`src/rtl/tau_ring_pkg.sv`:
```
package tau_ring_pkg;

    typedef enum logic [1:0] {
        TC_NONE = 2'd0,
        TC_CORE = 2'd1,
        TC_HALO = 2'd2
    } tower_cls_e;

    localparam int ETA_FW = 5;
    localparam int PHI_FW = 4;
    localparam int Q_W    = 11;
    localparam int CORE_OFS = 8;

    typedef struct packed {
        logic [ETA_FW-1:0] eta;
        logic [PHI_FW-1:0] phi;
        logic [Q_W-1:0]    et;
        logic [Q_W-1:0]    iso;
        logic              sat;
    } tau_tob_t;

    // Class of a window position from its squared offset to the centre.
    function automatic tower_cls_e cls_of(input int idx, input int dim,
                                          input int core_r, input int halo_r);
        int half, di, dj, d2;
        half = dim / 2;
        di   = idx / dim - half;
        dj   = idx % dim - half;
        d2   = di * di + dj * dj;
        if (d2 < core_r * core_r)      return TC_CORE;
        else if (d2 < halo_r * halo_r) return TC_HALO;
        return TC_NONE;
    endfunction

endpackage

```
`src/rtl/tau_ring_classify.sv`:
```
module tau_ring_classify
    import tau_ring_pkg::*;
#(
    parameter int DIM    = 7,
    parameter int CORE_R = 2,
    parameter int HALO_R = 4,
    parameter int POS_W  = 6
) (
    input  logic [POS_W-1:0] pos,
    output tower_cls_e       cls
);
    localparam int N = DIM * DIM;

    tower_cls_e lut [N];

    for (genvar g = 0; g < N; g++) begin : g_lut
        assign lut[g] = cls_of(g, DIM, CORE_R, HALO_R);
    end

    always_comb begin
        cls = TC_NONE;
        for (int k = 0; k < N; k++) begin
            if (int'(pos) == k) cls = lut[k];
        end
    end
endmodule

```
`src/rtl/tau_ring_accum.sv`:
```
module tau_ring_accum
    import tau_ring_pkg::*;
#(
    parameter int ET_W  = 16,
    parameter int SUM_W = 22,
    parameter int N     = 49,
    parameter int POS_W = 6
) (
    input  logic             clk,
    input  logic             rst,
    input  logic             win_start,
    input  logic             win_end,
    input  logic             tower_valid,
    input  logic [ET_W-1:0]  tower_et,
    input  tower_cls_e       cls,
    output logic [POS_W-1:0] pos,
    output logic [SUM_W-1:0] core_sum,
    output logic [SUM_W-1:0] halo_sum
);
    logic accept;
    assign accept = tower_valid && !win_start && !win_end && (pos < POS_W'(N));

    always_ff @(posedge clk) begin
        if (rst || win_start) begin
            pos      <= '0;
            core_sum <= '0;
            halo_sum <= '0;
        end else if (accept) begin
            pos <= pos + 1'b1;
            if (cls == TC_CORE) core_sum <= core_sum + SUM_W'(tower_et);
            if (cls == TC_HALO) halo_sum <= halo_sum + SUM_W'(tower_et);
        end
    end

    assert_pos_bound_R9: assert property (@(posedge clk) disable iff (rst)
        pos <= POS_W'(N));

    assert_start_clears_R8: assert property (@(posedge clk) disable iff (rst)
        $past(win_start) |-> (pos == '0 && core_sum == '0 && halo_sum == '0));

    assert_full_holds_R9: assert property (@(posedge clk) disable iff (rst)
        ($past(pos) == POS_W'(N) && !$past(win_start)) |-> $stable(halo_sum));
endmodule

```
`src/rtl/tau_ring_pack.sv`:
```
module tau_ring_pack
    import tau_ring_pkg::*;
#(
    parameter int SUM_W  = 22,
    parameter int ET_LSB = 200
) (
    input  logic [SUM_W-1:0] core_sum,
    input  logic [SUM_W-1:0] halo_sum,
    input  logic [5:0]       cand_eta,
    input  logic [4:0]       cand_phi,
    input  logic [Q_W-1:0]   min_et,
    output tau_tob_t         tob,
    output logic             pass
);
    localparam logic [SUM_W-1:0] QMAX = SUM_W'((1 << Q_W) - 1);
    localparam logic [SUM_W-1:0] DIV  = SUM_W'(ET_LSB);

    logic [SUM_W-1:0] core_q, halo_q;
    logic             core_cap, halo_cap;
    logic [5:0]       eta_rel;
    logic [4:0]       phi_rel;

    always_comb begin
        core_q   = core_sum / DIV;
        halo_q   = halo_sum / DIV;
        core_cap = core_q > QMAX;
        halo_cap = halo_q > QMAX;
        eta_rel  = cand_eta - 6'(CORE_OFS);
        phi_rel  = cand_phi - 5'(CORE_OFS);
        tob.eta  = eta_rel[ETA_FW-1:0];
        tob.phi  = phi_rel[PHI_FW-1:0];
        tob.et   = core_cap ? QMAX[Q_W-1:0] : core_q[Q_W-1:0];
        tob.iso  = halo_cap ? QMAX[Q_W-1:0] : halo_q[Q_W-1:0];
        tob.sat  = core_cap;
        pass     = tob.et >= min_et;
    end
endmodule

```
`src/rtl/tau_ring_builder.sv`:
```
module tau_ring_builder
    import tau_ring_pkg::*;
#(
    parameter int ET_W   = 16,
    parameter int DIM    = 7,
    parameter int CORE_R = 2,
    parameter int HALO_R = 4,
    parameter int ET_LSB = 200
) (
    input  logic            clk,
    input  logic            rst,
    input  logic            win_start,
    input  logic            tower_valid,
    input  logic [ET_W-1:0] tower_et,
    input  logic            win_end,
    input  logic            local_max,
    input  logic [5:0]      cand_eta,
    input  logic [4:0]      cand_phi,
    input  logic [10:0]     min_et,
    output logic            tob_valid,
    output logic [31:0]     tob_word,
    output logic            win_err
);
    localparam int N     = DIM * DIM;
    localparam int POS_W = $clog2(N + 1);
    localparam int SUM_W = ET_W + $clog2(N);

    logic [POS_W-1:0] pos;
    logic [SUM_W-1:0] core_sum, halo_sum;
    tower_cls_e       cls;
    tau_tob_t         tob;
    logic             pass, short_win;

    tau_ring_classify #(.DIM(DIM), .CORE_R(CORE_R), .HALO_R(HALO_R), .POS_W(POS_W))
        u_cls (.pos(pos), .cls(cls));

    tau_ring_accum #(.ET_W(ET_W), .SUM_W(SUM_W), .N(N), .POS_W(POS_W))
        u_acc (.clk(clk), .rst(rst), .win_start(win_start), .win_end(win_end),
               .tower_valid(tower_valid), .tower_et(tower_et), .cls(cls),
               .pos(pos), .core_sum(core_sum), .halo_sum(halo_sum));

    tau_ring_pack #(.SUM_W(SUM_W), .ET_LSB(ET_LSB))
        u_pack (.core_sum(core_sum), .halo_sum(halo_sum), .cand_eta(cand_eta),
                .cand_phi(cand_phi), .min_et(min_et), .tob(tob), .pass(pass));

    assign short_win = pos < POS_W'(N);

    always_ff @(posedge clk) begin
        if (rst || win_start || !win_end) begin
            tob_valid <= 1'b0;
            tob_word  <= '0;
            win_err   <= 1'b0;
        end else begin
            win_err   <= short_win;
            tob_valid <= local_max && !short_win && pass;
            tob_word  <= (local_max && !short_win && pass) ? tob : '0;
        end
    end

    assert_valid_needs_lm_R6: assert property (@(posedge clk) disable iff (rst)
        tob_valid |-> $past(win_end && local_max));

    assert_err_blocks_word_R9: assert property (@(posedge clk) disable iff (rst)
        win_err |-> !tob_valid);

    assert_idle_word_zero_R7: assert property (@(posedge clk) disable iff (rst)
        !tob_valid |-> tob_word == '0);

    assert_sat_means_cap_R3: assert property (@(posedge clk) disable iff (rst)
        (tob_valid && tob_word[0]) |-> tob_word[22:12] == 11'h7FF);

    assert_threshold_met_R7: assert property (@(posedge clk) disable iff (rst)
        tob_valid |-> tob_word[22:12] >= $past(min_et));

    assert_pulse_R10: assert property (@(posedge clk) disable iff (rst)
        $past(tob_valid) |-> !tob_valid || $past(win_end, 1));
endmodule

```
`config.mk`:
```
export PLATFORM = sky130hd
export DESIGN_NAME = tau_ring_builder
export DESIGN_NICKNAME = d
export VERILOG_FILES = /design/src/rtl/tau_ring_pkg.sv /design/src/rtl/tau_ring_classify.sv /design/src/rtl/tau_ring_accum.sv /design/src/rtl/tau_ring_pack.sv /design/src/rtl/tau_ring_builder.sv
export SDC_FILE = /design/constraint.sdc
export NUM_CORES = 1
export LEC_CHECK = 0
export CAP_MARGIN = 20
export CORE_MARGIN = 2
export CORE_UTILIZATION = 55
export DETAILED_ROUTE_END_ITERATION = 10
export DONT_BUFFER_PORTS = 1
export MAX_ROUTING_LAYER = met4
export PLACE_DENSITY = 0.74
export SYNTH_ARGS = -nofsm -noshare
export SYNTH_HDL_FRONTEND = slang
export SYNTH_SLANG_ARGS = --single-unit
```
`constraint.sdc`:
```
create_clock -name clk -period 10.6 [get_ports clk]
set_clock_uncertainty 0.2 [all_clocks]
set_input_delay 1.06 -clock clk [delete_from_list [all_inputs] [get_ports clk]]
set_output_delay 1.06 -clock clk [all_outputs]
set_load 0.01 [all_outputs]
```
==> results by group <==
Synthesis
  • Register bit total from synthesis: 84
  • Top_reg_cell synth: dfxtp_1
  • Avg Inst Size Synth: 7.553 µm²
  • Mapped Area: 10,870 µm²
  • Number of synthesized flops with an enable pin: 0
  • Distinct cells, synth: ~120
  • Top cells by area, synth: dfxtp_1, ha_1, nor2_1
  • Leading area contributor after synthesis: dfxtp_1
  • Sequential element share of the synthesized area: 0.1547
  • Post-synth ARST share: 0
  • Cells after Synth: about 1,400
  • Synthesis Warnings: 0
  • Top cell type's share of synthesized area: 0.1547
  • Mapped Nets: around 1,500

Place
  • Port buffer count: 0
  • Routability cong.: around 0.96
  • Area after DPL: between 10,000 and 15,000 µm²
  • HPWL after DPL: between 20,000 and 25,000 µm
  • Cells after DPL: 1,857
  • Worst slack at placement: -0.8991 ns

Critical path
  • Most frequent CP cell: buf_4
  • CP top delay family: compound AO/OA/AOI/OAI gates
  • Slowest CP cell: or4_4
  • Worst reg-to-reg setup slack: -0.85 ns
  • Worst Path Arrival: around 12 ns
  • CP max FO: 7
  • R2r startpoint: u_acc.core_sum[10]
  • Buf/Inv on CP: 10
  • Critical path class: reg2reg
  • Reg2reg path depth: 54
  • Reg2Reg Capture Point: tob_word[12]
  • Worst setup EP type: flop
  • Critical path required time: about 11 ns
  • Critical Path Source Type: flop
  • Crit path largest cell delay: between 0.4 and 0.5 ns

Timing
  • Final hold slack: ~0.34 ns
  • Sum Neg Setup Slack: -26.11 ns
  • Worst Tran Pin Value: roughly 1.1 ns
  • Final worst slack: -0.8451 ns
  • Final Hold Viols: 0
  • Setup violations, final: 33
  • Fmax: between 0.08 and 0.09 GHz
  • Tcrit/Tclk final: 1.080
  • RSZ-0062 raised after global routing: true
  • Pins Over Slew Limit: 0
  • Slew margin rel.: 0.2804
  • Min cycle time layout: between 10 and 15 ns

Global routing
  • GRT overflow: 0
  • Largest net degree at the start of global routing: 53
  • Vias in the first global route: 11,145
  • First-pass GRT wire length: 52,450 µm
  • Initial antenna violation count: 0
  • GRT Total Usage: 0.3090

Finish
  • Finished Layout Cells: 1,918
  • Commonest non-fill, non-tap cell in the layout: buf_4
  • Final instance area: around 14,000 µm²
  • Ratio of cells with drive above 1 in the final layout: 0.3067
  • Area growth syn-to-layout: 30.15%
  • Antenna Cells: 0
  • Most frequent cells in the layout: buf_4, nor2_1, nand2_1, a21oi_1, dfxtp_1
  • Final net count: about 1,700
  • # fillers: 1,425
  • Final Util: 0.7292

Clocking
  • Reg clk slew, reported paths: approximately 0.08 ns
  • CTS tree: yes
  • CTS root buf: clkbuf_16
  • H-Tree Depth: 3
  • Total clock sinks: 84
  • Clock latency on the worst-skew pair: about 0.36 ns
  • CTS buffer count: 9
  • Max clock buf depth: 2

Min path
  • Hold Crit Start: u_acc.halo_sum[2]
  • Worst Hold Path EP: u_acc.halo_sum[2]
  • Min-delay worst type: reg2reg
  • Hold Path Depth: 2

Detailed routing
  • DR vias: around 12,000
  • DRC errors left: 0
  • Final Routed Wirelength: between 30,000 and 40,000 µm
  • Drt initial violations: roughly 890
  • Drt first pass iters: 5
  • DRT antenna net count: 0
  • Via-to-Cell Ratio: 6.475
  • Post-DR wirelength/cell: around 18 µm

Outcome
  • Status: finished with violations
  • Failing checks: setup timing

Power and ir drop
  • Total power: around 700 µW
  • Power Dens Cells: 49.13 nW/µm²
  • Leakage: ~5.8 nW
  • Worst IR drop on VDD: between 70 and 80 µV

Floorplan
  • Die Ht: 144.6 µm
  • Initial Util: 0.5603
  • FP Rows: 51
  • Core area: roughly 19,000 µm²
  • Boundary Pins: a little under 80
  • Die area: 20,900 µm²
  • Die X: about 140 µm

Job
  • Max cap viols: 0
area by class of cell:
| cell class | instances | area (µm²) | share of cell area |
|---|---|---|---|
| clock inverters | 7 | 95.09 | 0.006722 |
| inverters | 63 | 239.0 | 0.01689 |
| repair buffers | 277 | 2175 | 0.1537 |
| clock buffers | 9 | 225.2 | 0.01592 |
| flip-flops and latches | 84 | 1689 | 0.1194 |
| multi-input cells | 1213 | 9392 | 0.6639 |
| well taps | 265 | 331.6 | 0.02344 |
cells in the mapped netlist, drive strengths merged (28+ instances only):
master / n
nor2: 139
ha: 48
and2: 35
o21ai: 80
xnor2: 36
inv: 61
a211oi: 28
a21oi: 96
nor3: 41
dfxtp: 84
mux2i: 55
buf: 34
clkbuf: 45
a31oi: 30
nand2: 93
nand3: 35
where the power goes:
group          switching [mW]  internal, mW  total, mW
logic                  0.0154        0.0106     0.0260
clock network           0.163         0.190      0.353
registers            0.000253         0.315      0.316
total                   0.179         0.516      0.695
worst register-to-register path, delay by kind of cell (launching register included):
family          cells  cell delay [ns]
compound gates     29             6.57
simple gates       14             2.35
buf+inv            10             1.54
flops               1             0.35
fa+ha+maj           1             0.31
registers in the layout (all words and copies together) (netlist names):
name	flops
tob_valid	1
win_err	1
u_acc.pos	6
tob_word	32
u_acc.core_sum	22
u_acc.halo_sum	22
cells by family after synthesis:
family | synth area share
AO/OA/AOI/OAI | 0.3805
AND/OR/NAND/NOR | 0.2301
flip-flops | 0.1547
XOR/XNOR | 0.04892
adder cells (fa/ha/maj) | 0.05986
multiplexers | 0.06941
buffers and inverters | 0.05652
per-layer routing:
layer  GRT usage  routed length [µm]  up-vias
met5           -                   0        -
met4     0.08125                1381        0
met3     0.04040                2278      137
met2      0.5166               16840      536
met1      0.3948               14680     5826
li1            -                   -     5920
worst max path at each step:
stage,start,end,slack (ns),cells past startpoint
5_1_grt,u_acc.core_sum[10],tob_word[15],-1.32,56
2_1_floorplan,u_acc.core_sum[20],tob_word[12],0.04,50
6_report,u_acc.core_sum[10],tob_word[12],-0.85,54
4_1_cts,u_acc.core_sum[10],tob_word[16],-0.33,50
3_3_place_gp,u_acc.core_sum[3],tob_word[12],-0.71,48
3_5_place_dp,u_acc.core_sum[7],tob_word[12],-0.90,49
what timing repair did:
item                       in CTS  in global routing
hold buffers                    0                  0
setup endpoints to repair      33                 33
hold endpoints to repair        0                  0
setup buffers                  20                 26
pin swaps                      27                 48
gates resized for setup        83                106
Power figures use the tool's default switching activity.
